`src/rtl/aligned_pow2_splitter.sv`:
```
module aligned_pow2_splitter #(
  parameter int AW   = 32,
  parameter int GRAN = 12
) (
  input  logic          clk,
  input  logic          rst_n,
  input  logic          req_valid,
  output logic          req_ready,
  input  logic [AW-1:0] req_addr,
  input  logic [AW-1:0] req_len,
  output logic          chk_valid,
  input  logic          chk_ready,
  output logic [AW-1:0] chk_base,
  output logic [AW-1:0] chk_mask,
  output logic [AW-1:0] chk_size,
  output logic          chk_last,
  output logic          done,
  output logic          empty,
  output logic          err
);

  logic          busy;
  logic [AW-1:0] cur, rem;
  logic [AW-1:0] len_lim, aln_lim;
  logic [AW:0]   end_sum;
  logic          misaligned, wraps;

  assign end_sum    = {1'b0, req_addr} + {1'b0, req_len};
  assign wraps      = end_sum[AW] && (end_sum[AW-1:0] != '0);
  assign misaligned = (req_addr[GRAN-1:0] != '0) || (req_len[GRAN-1:0] != '0);

  always_comb begin
    len_lim = '0;
    for (int i = 0; i < AW; i++) begin
      if (rem[i]) begin
        len_lim    = '0;
        len_lim[i] = 1'b1;
      end
    end
  end

  assign aln_lim = cur & (~cur + 1'b1);

  assign chk_size  = (cur == '0 || len_lim < aln_lim) ? len_lim : aln_lim;
  assign chk_mask  = ~(chk_size - 1'b1);
  assign chk_base  = cur;
  assign chk_last  = (chk_size == rem);
  assign chk_valid = busy;
  assign req_ready = !busy;

  always_ff @(posedge clk) begin
    if (!rst_n) begin
      busy  <= 1'b0;
      cur   <= '0;
      rem   <= '0;
      done  <= 1'b0;
      empty <= 1'b0;
      err   <= 1'b0;
    end else begin
      done  <= 1'b0;
      empty <= 1'b0;
      err   <= 1'b0;
      if (!busy && req_valid) begin
        if (misaligned || wraps) begin
          err  <= 1'b1;
          done <= 1'b1;
        end else if (req_len == '0) begin
          empty <= 1'b1;
          done  <= 1'b1;
        end else begin
          busy <= 1'b1;
          cur  <= req_addr;
          rem  <= req_len;
        end
      end else if (busy && chk_ready) begin
        cur <= cur + chk_size;
        rem <= rem - chk_size;
        if (chk_last) begin
          busy <= 1'b0;
          done <= 1'b1;
        end
      end
    end
  end

endmodule

```
`config.mk`:
```
export PLATFORM = sky130hd
export DESIGN_NAME = aligned_pow2_splitter
export DESIGN_NICKNAME = d
export VERILOG_FILES = /design/src/rtl/aligned_pow2_splitter.sv
export SDC_FILE = /design/constraint.sdc
export NUM_CORES = 1
export LEC_CHECK = 0
export ABC_AREA = 1
export BUFFER_PORTS_ARGS = -buffer_cell sky130_fd_sc_hd__buf_2
export CAP_MARGIN = 30
export CORE_MARGIN = 2
export CORE_UTILIZATION = 45
export DETAILED_ROUTE_END_ITERATION = 8
export GPL_ROUTABILITY_DRIVEN = 1
export PLACE_DENSITY = 0.74
export SETUP_SLACK_MARGIN = 0.4
export SLEW_MARGIN = 5
export SYNTH_ARGS = -nofsm -noshare
export SYNTH_HDL_FRONTEND = slang
export SYNTH_SLANG_ARGS = --single-unit
export TNS_END_PERCENT = 100
```
`constraint.sdc`:
```
create_clock -name clk -period 6.8 [get_ports clk]
set_input_delay 1.36 -clock clk [delete_from_list [all_inputs] [get_ports clk]]
set_output_delay 1.36 -clock clk [all_outputs]
set_load 0.02 [all_outputs]
```
== After elaboration in Yosys (flattened, before gate mapping) ==
Index checks and enable logic that the tools add are counted.
Storage, ports and cells
  flip-flop bits (word level): 68
  latch bits: 0
  bits in writable memories: 0
  memory bits (read-only): 0
  input bits: 68
  output and inout port bits: 102
  word-level logic and storage cells: 90
  memories kept: 0
Operators by class
  add/subtract/negate cells: 5
  multiply operators: 0
  divide/modulo/power cells: 0
  magnitude comparators: 1
  eq/ne operators: 3
  shift operators: 0
  mux-type cells: 52
  bitwise logic cells: 5
  reductions and logical operators: 18
Operator list (count)
  $mux W32: 40
  $logic_not A32 Y1: 2
  $not A32 Y32: 2
  $add A32 B32 Y33: 1
  $add A32 B1 Y32 const B: 1
  $add A32 B32 Y32: 1
  $and A32 B32 Y32: 1
  $eq A32 B32 Y1: 1
  $lt A32 B32 Y1: 1
  $reduce_bool A32 Y1: 1
  $sub A32 B1 Y32 const B: 1
  $sub A32 B32 Y32: 1
  $reduce_bool A12 Y1: 2
  $mux W1: 12
  $ne A2 B2 Y1 const B: 2
  $reduce_and A4 Y1: 1
  $reduce_bool A2 Y1: 2
  $logic_and A1 B1 Y1: 3
  $logic_or A1 B1 Y1: 3
  $reduce_and A3 Y1: 1
  $reduce_or A3 Y1: 1
  $not A1 Y1: 2
  $reduce_and A2 Y1: 1
  $logic_not A1 Y1: 1

== Longest topological paths before layout ==
  depth in word-level cells: 39
  mapped depth: 48
  gate-level depth less buffers: 46

== Least setup slack after synthesis ==
Ideal clock, no wire load.
  path type: reg-to-output
  from: register cur[0] (netlist: chk_base[0])
  to: output chk_last
  arrival: 5269 ps
  required time: 5440 ps
  setup slack: 171 ps
  stages on the path, launching flop included: 32
  buffers on the path: 3
  cell sequence: dfxtp_1 > nor2_1 > nand2_1 > nor2_2 > nand2_2 > nor2_4 > nand2_2 > nor2_1 > nand3_1 > nor2_1 > nand3_1 > nor3_1 > nand2_1 > inv_1 > nand3b_1 > ha_1 > a21oi_1 > o21ai_0 > a211oi_1 > nand2_4 > nand2_4 > buf_6 > buf_6 > buf_6 > nand2_1 > nand2_1 > inv_2 > ha_1 > nand2_1 > nor2_1 > nand3_1 > nor4_1
On the way
  longest elaborated chain between the ends: 7
  elaborated cells on any way between the ends: 8
  classes of those cells: 1 x add/sub; 1 x order compare; 1 x eq/ne; 1 x mux; 2 x bitwise; 2 x reduce/logical
Ends and longest elaborated chain
  start: declaration: line 23  | logic [AW-1:0] cur, rem;
  start signal: assignment: line 72  | cur <= req_addr;
  start signal: assignment: line 76  | cur <= cur + chk_size;
  $not A32 Y32: line 42  | assign aln_lim = cur & (~cur + 1'b1);
  $add A32 B1 Y32: line 42
  $and A32 B32 Y32: line 42
  $lt A32 B32 Y1: line 44  | assign chk_size = (cur == '0 || len_lim < aln_lim) ? len_lim : aln_lim;
  $logic_or A1 B1 Y1: line 44
  $mux W32 *: line 44
  net chk_size[12]: line 15  | output logic [AW-1:0] chk_size,
  $eq A32 B32 Y1 *: line 47  | assign chk_last = (chk_size == rem);
  end: declaration: line 16  | output logic chk_last,
Mark *: on every way through the listed nets, which the timed path passes. The rest lies on a longest branch.

== Worst setup path after layout ==
  from: register cur[9] (netlist: chk_base[9])
  to: output chk_last
On the way
  longest elaborated chain between the ends: 7
  elaborated cells on any way between the ends: 8
  classes of those cells: 1 x add/sub; 1 x order compare; 1 x eq/ne; 1 x mux; 2 x bitwise; 2 x reduce/logical
Ends and longest elaborated chain (line)
  $not A32 Y32: 42
  $add A32 B1 Y32: 42
  $and A32 B32 Y32: 42
  $lt A32 B32 Y1: 44
  $logic_or A1 B1 Y1: 44
  $mux W32 *: 44
  $eq A32 B32 Y1 *: 47
Mark *: on every way between the ends. The rest lies on a longest branch, timed or not.

==> metrics.txt <==
Rel. slew slack=a little under two fifths; Final ANT Viol Nets=0; Final HPWL DP=~40 mm; pwr/cell area=roughly 82 mW/mm^2; fill count=2574; Synth async-reset ratio=0%; Post-synth EDFFs=0; n_diodes=0; Largest delay share family, worst path=simple AND/OR/NAND/NOR gates; CP most frequent cell=buf_4; FP Rows=between 50 and 60; WS Path Type=flop to output port; clock latency on the worst-skew pair=between 300 and 400 ps; Max Cap Violations=0; WP buf/inv=7; Syn. warnings=0; non-filler cells, final=2564; Tcrit/Tclk final=94.20%; via-per-instance ratio=5.728; Storage cell area=between 0.001 and 0.0015 mm^2; Die H=163.6 um; RSZ-0062 raised after global routing=true; H-tree depth=3; vias=around 15000; clk root buf=clkbuf_16; final wirelength=48.07 mm; RR Startpoint=chk_base[9]$_SDFFE_PN0P_; Hold Buf Count CTS=0; core area=0.02511 mm^2; Max Freq=156.1 MHz; commonest cells after routing, fill and taps aside=nand2_1 (440), nor2_1 (289), inv_1 (205), buf_2 (161), o21ai_0 (160); fin crit period=approximately 6400 ps; total CTS buffers=9; register area share after synthesis=a little under an eighth; crit path from=chk_base[9]$_SDFFE_PN0P_; layout cells sized above 1=21.44%; crit path DAT=between 5000 and 6000 ps; GRT overflow=0; Die W=163.6 um; CTS clk-pin slew, worst paths=60 ps; Post-Syn Instances=about 2000; Setup TNS=0 ps; r2r setup slk=650 ps; DRC errors left=0; status=finished clean; count of nets after finishing=2426; antenna violations before repair=0; kind of end point of the critical path=output port; final setup fails=0; first-pass iteration count of the detailed router=5; global-route wire length before repair=about 73 mm; Primary FF master, synth=dfxtp_1; Critical Path RT=~5400 ps; synthesized area per cell=around 5.7 um^2; vias in the first global route=13500; initial core utilization=a little under half; Syn Nets=around 2200; Pleak=~0.0082 uW; Slew Limit Fails=0; post-synth cell types=roughly 50; TritonCTS clock tree=built; GRT Resource Usage Total=approximately a third; synthesized flop and latch total=about 70; routed len/inst=around 19 um; multi-input logic area=about 0.0099 mm^2; CP max-delay cell=nor4_1; startpoint types=flop; Worst VDD drop=just under 0.1 mV; Slew @ Worst Pin=roughly 950 ps; synth top area cells=nand2_1 (16%), ha_1 (14%), dfxtp_1 (12%); Fin. Hold Viols=0; die area=0.02676 mm^2; routability cong.=1.062; worst hold start=chk_valid$_SDFFE_PN0P_; area share of the largest cell type after synthesis=between 10% and 20%; maximum root-to-sink buffer count=2; IO Count=170; Setup Skew=10.11 ps; type of the tightest min-delay check=flop to flop; Mapped Area=roughly 0.011 mm^2; clk sink count=68; Synth area leader=nand2_1; Layout area overhead=26.37%; # port buffers=169; largest net degree at the start of global routing=100; crit-path max FO=9; 1st-iter DRT viols=~1500; Placed Instances=around 2500; commonest non-fill, non-tap cell in the layout=nand2_1; crit-path max cell delay=about 580 ps
cell usage after synthesis, drive strengths merged (2+ instances only):
cell	count
ha	126
nor3b	2
o211ai	6
nand4	35
a211oi	3
or2	18
a31oi	16
buf	16
nor4	32
xnor2	28
nor3	41
nand3	132
nand2	492
inv	221
fa	3
o221ai	7
a21oi	130
a21boi	4
clkbuf	26
o21a	6
dfxtp	68
xor2	45
nand3b	9
o21ai	174
nor2	332
o21bai	4
a21o	10
registers in the layout, indices dropped and copies added, names as in the netlist:
register   count
chk_base      32
err            1
done           1
rem           32
chk_valid      1
empty          1
repair_timing:
action / 4_1_cts / 5_1_grt
hold endpoints to repair: 0 / 0
endpoints found under the setup margin: 44 / 54
setup buffers: 38 / 16
pin swaps: 38 / 38
cloned: 0 / 0
resized for setup: 108 / 84
worst register-to-register path, delay by kind of cell, from the launching register on:
kind                       cells  cell delay [ps]
and+or+nand+nor               19             2540
AOI/OAI and AO/OA             10             1470
buffers and inverters          6              890
adders and majority gates      2              720
DFF                            1              420
logic make-up (layout without fill, tap and decap cells):
kind of cell,Yosys count,in the layout,share of synthesized area [%]
adder cells (fa/ha/maj),129,129,14.28
XOR/XNOR,73,73,5.579
AO/OA/AOI/OAI,364,364,17.27
AND/OR/NAND/NOR,1096,1096,41.87
flip-flops,68,68,11.88
buffers and inverters,264,504,9.117
final cells by class:
type                       instances  area share [%]
clock buffer                      13           1.935
timing repair buffer             266           11.50
inverter                         222           5.832
clock inverter                     3          0.2938
sequential                        68           9.452
multi-input combinational       1662           68.14
tap                              330           2.851
where the power goes:
group	internal [uW]	leakage (uW)	switching, uW
sequential	398	0.000550	0.114
combinational	95.9	0.00746	178
clock	324	0.000158	192
per-stage QoR:
stage | hold WS, ps | utilization (%) | instance area [um^2] | worst slack (ps) | power [uW]
detailed placement | 484.4 | 51.29 | 12880 | 5.514 | 674.1
CTS | 493.8 | 56.08 | 14080 | 375.7 | 1183
floorplan | 477.9 | - | 11470 | 440.1 | 585.9
global placement | 484.1 | 51.18 | 12850 | 211.6 | 671.6
global route | 519.5 | 57.67 | 14480 | 153.6 | 1236
finish | 493.4 | 57.67 | 14480 | 394.5 | 1189
layer usage:
layer	global-route usage [%]	share of wire (%)	vias to the layer above
met5	0	0	-
met4	12.92	4.1	0
met3	4.393	9.8	95
met2	56.00	43	781
met1	47.98	43	6667
li1	-	-	7143
worst paths after layout:
check	end	cells past startpoint
min	chk_valid$_SDFFE_PN0P_	2
max reg2reg	rem[28]$_SDFFE_PN0P_	37
min reg2reg	chk_valid$_SDFFE_PN0P_	2
max	chk_last	25
(Power assumes the default switching activity.)
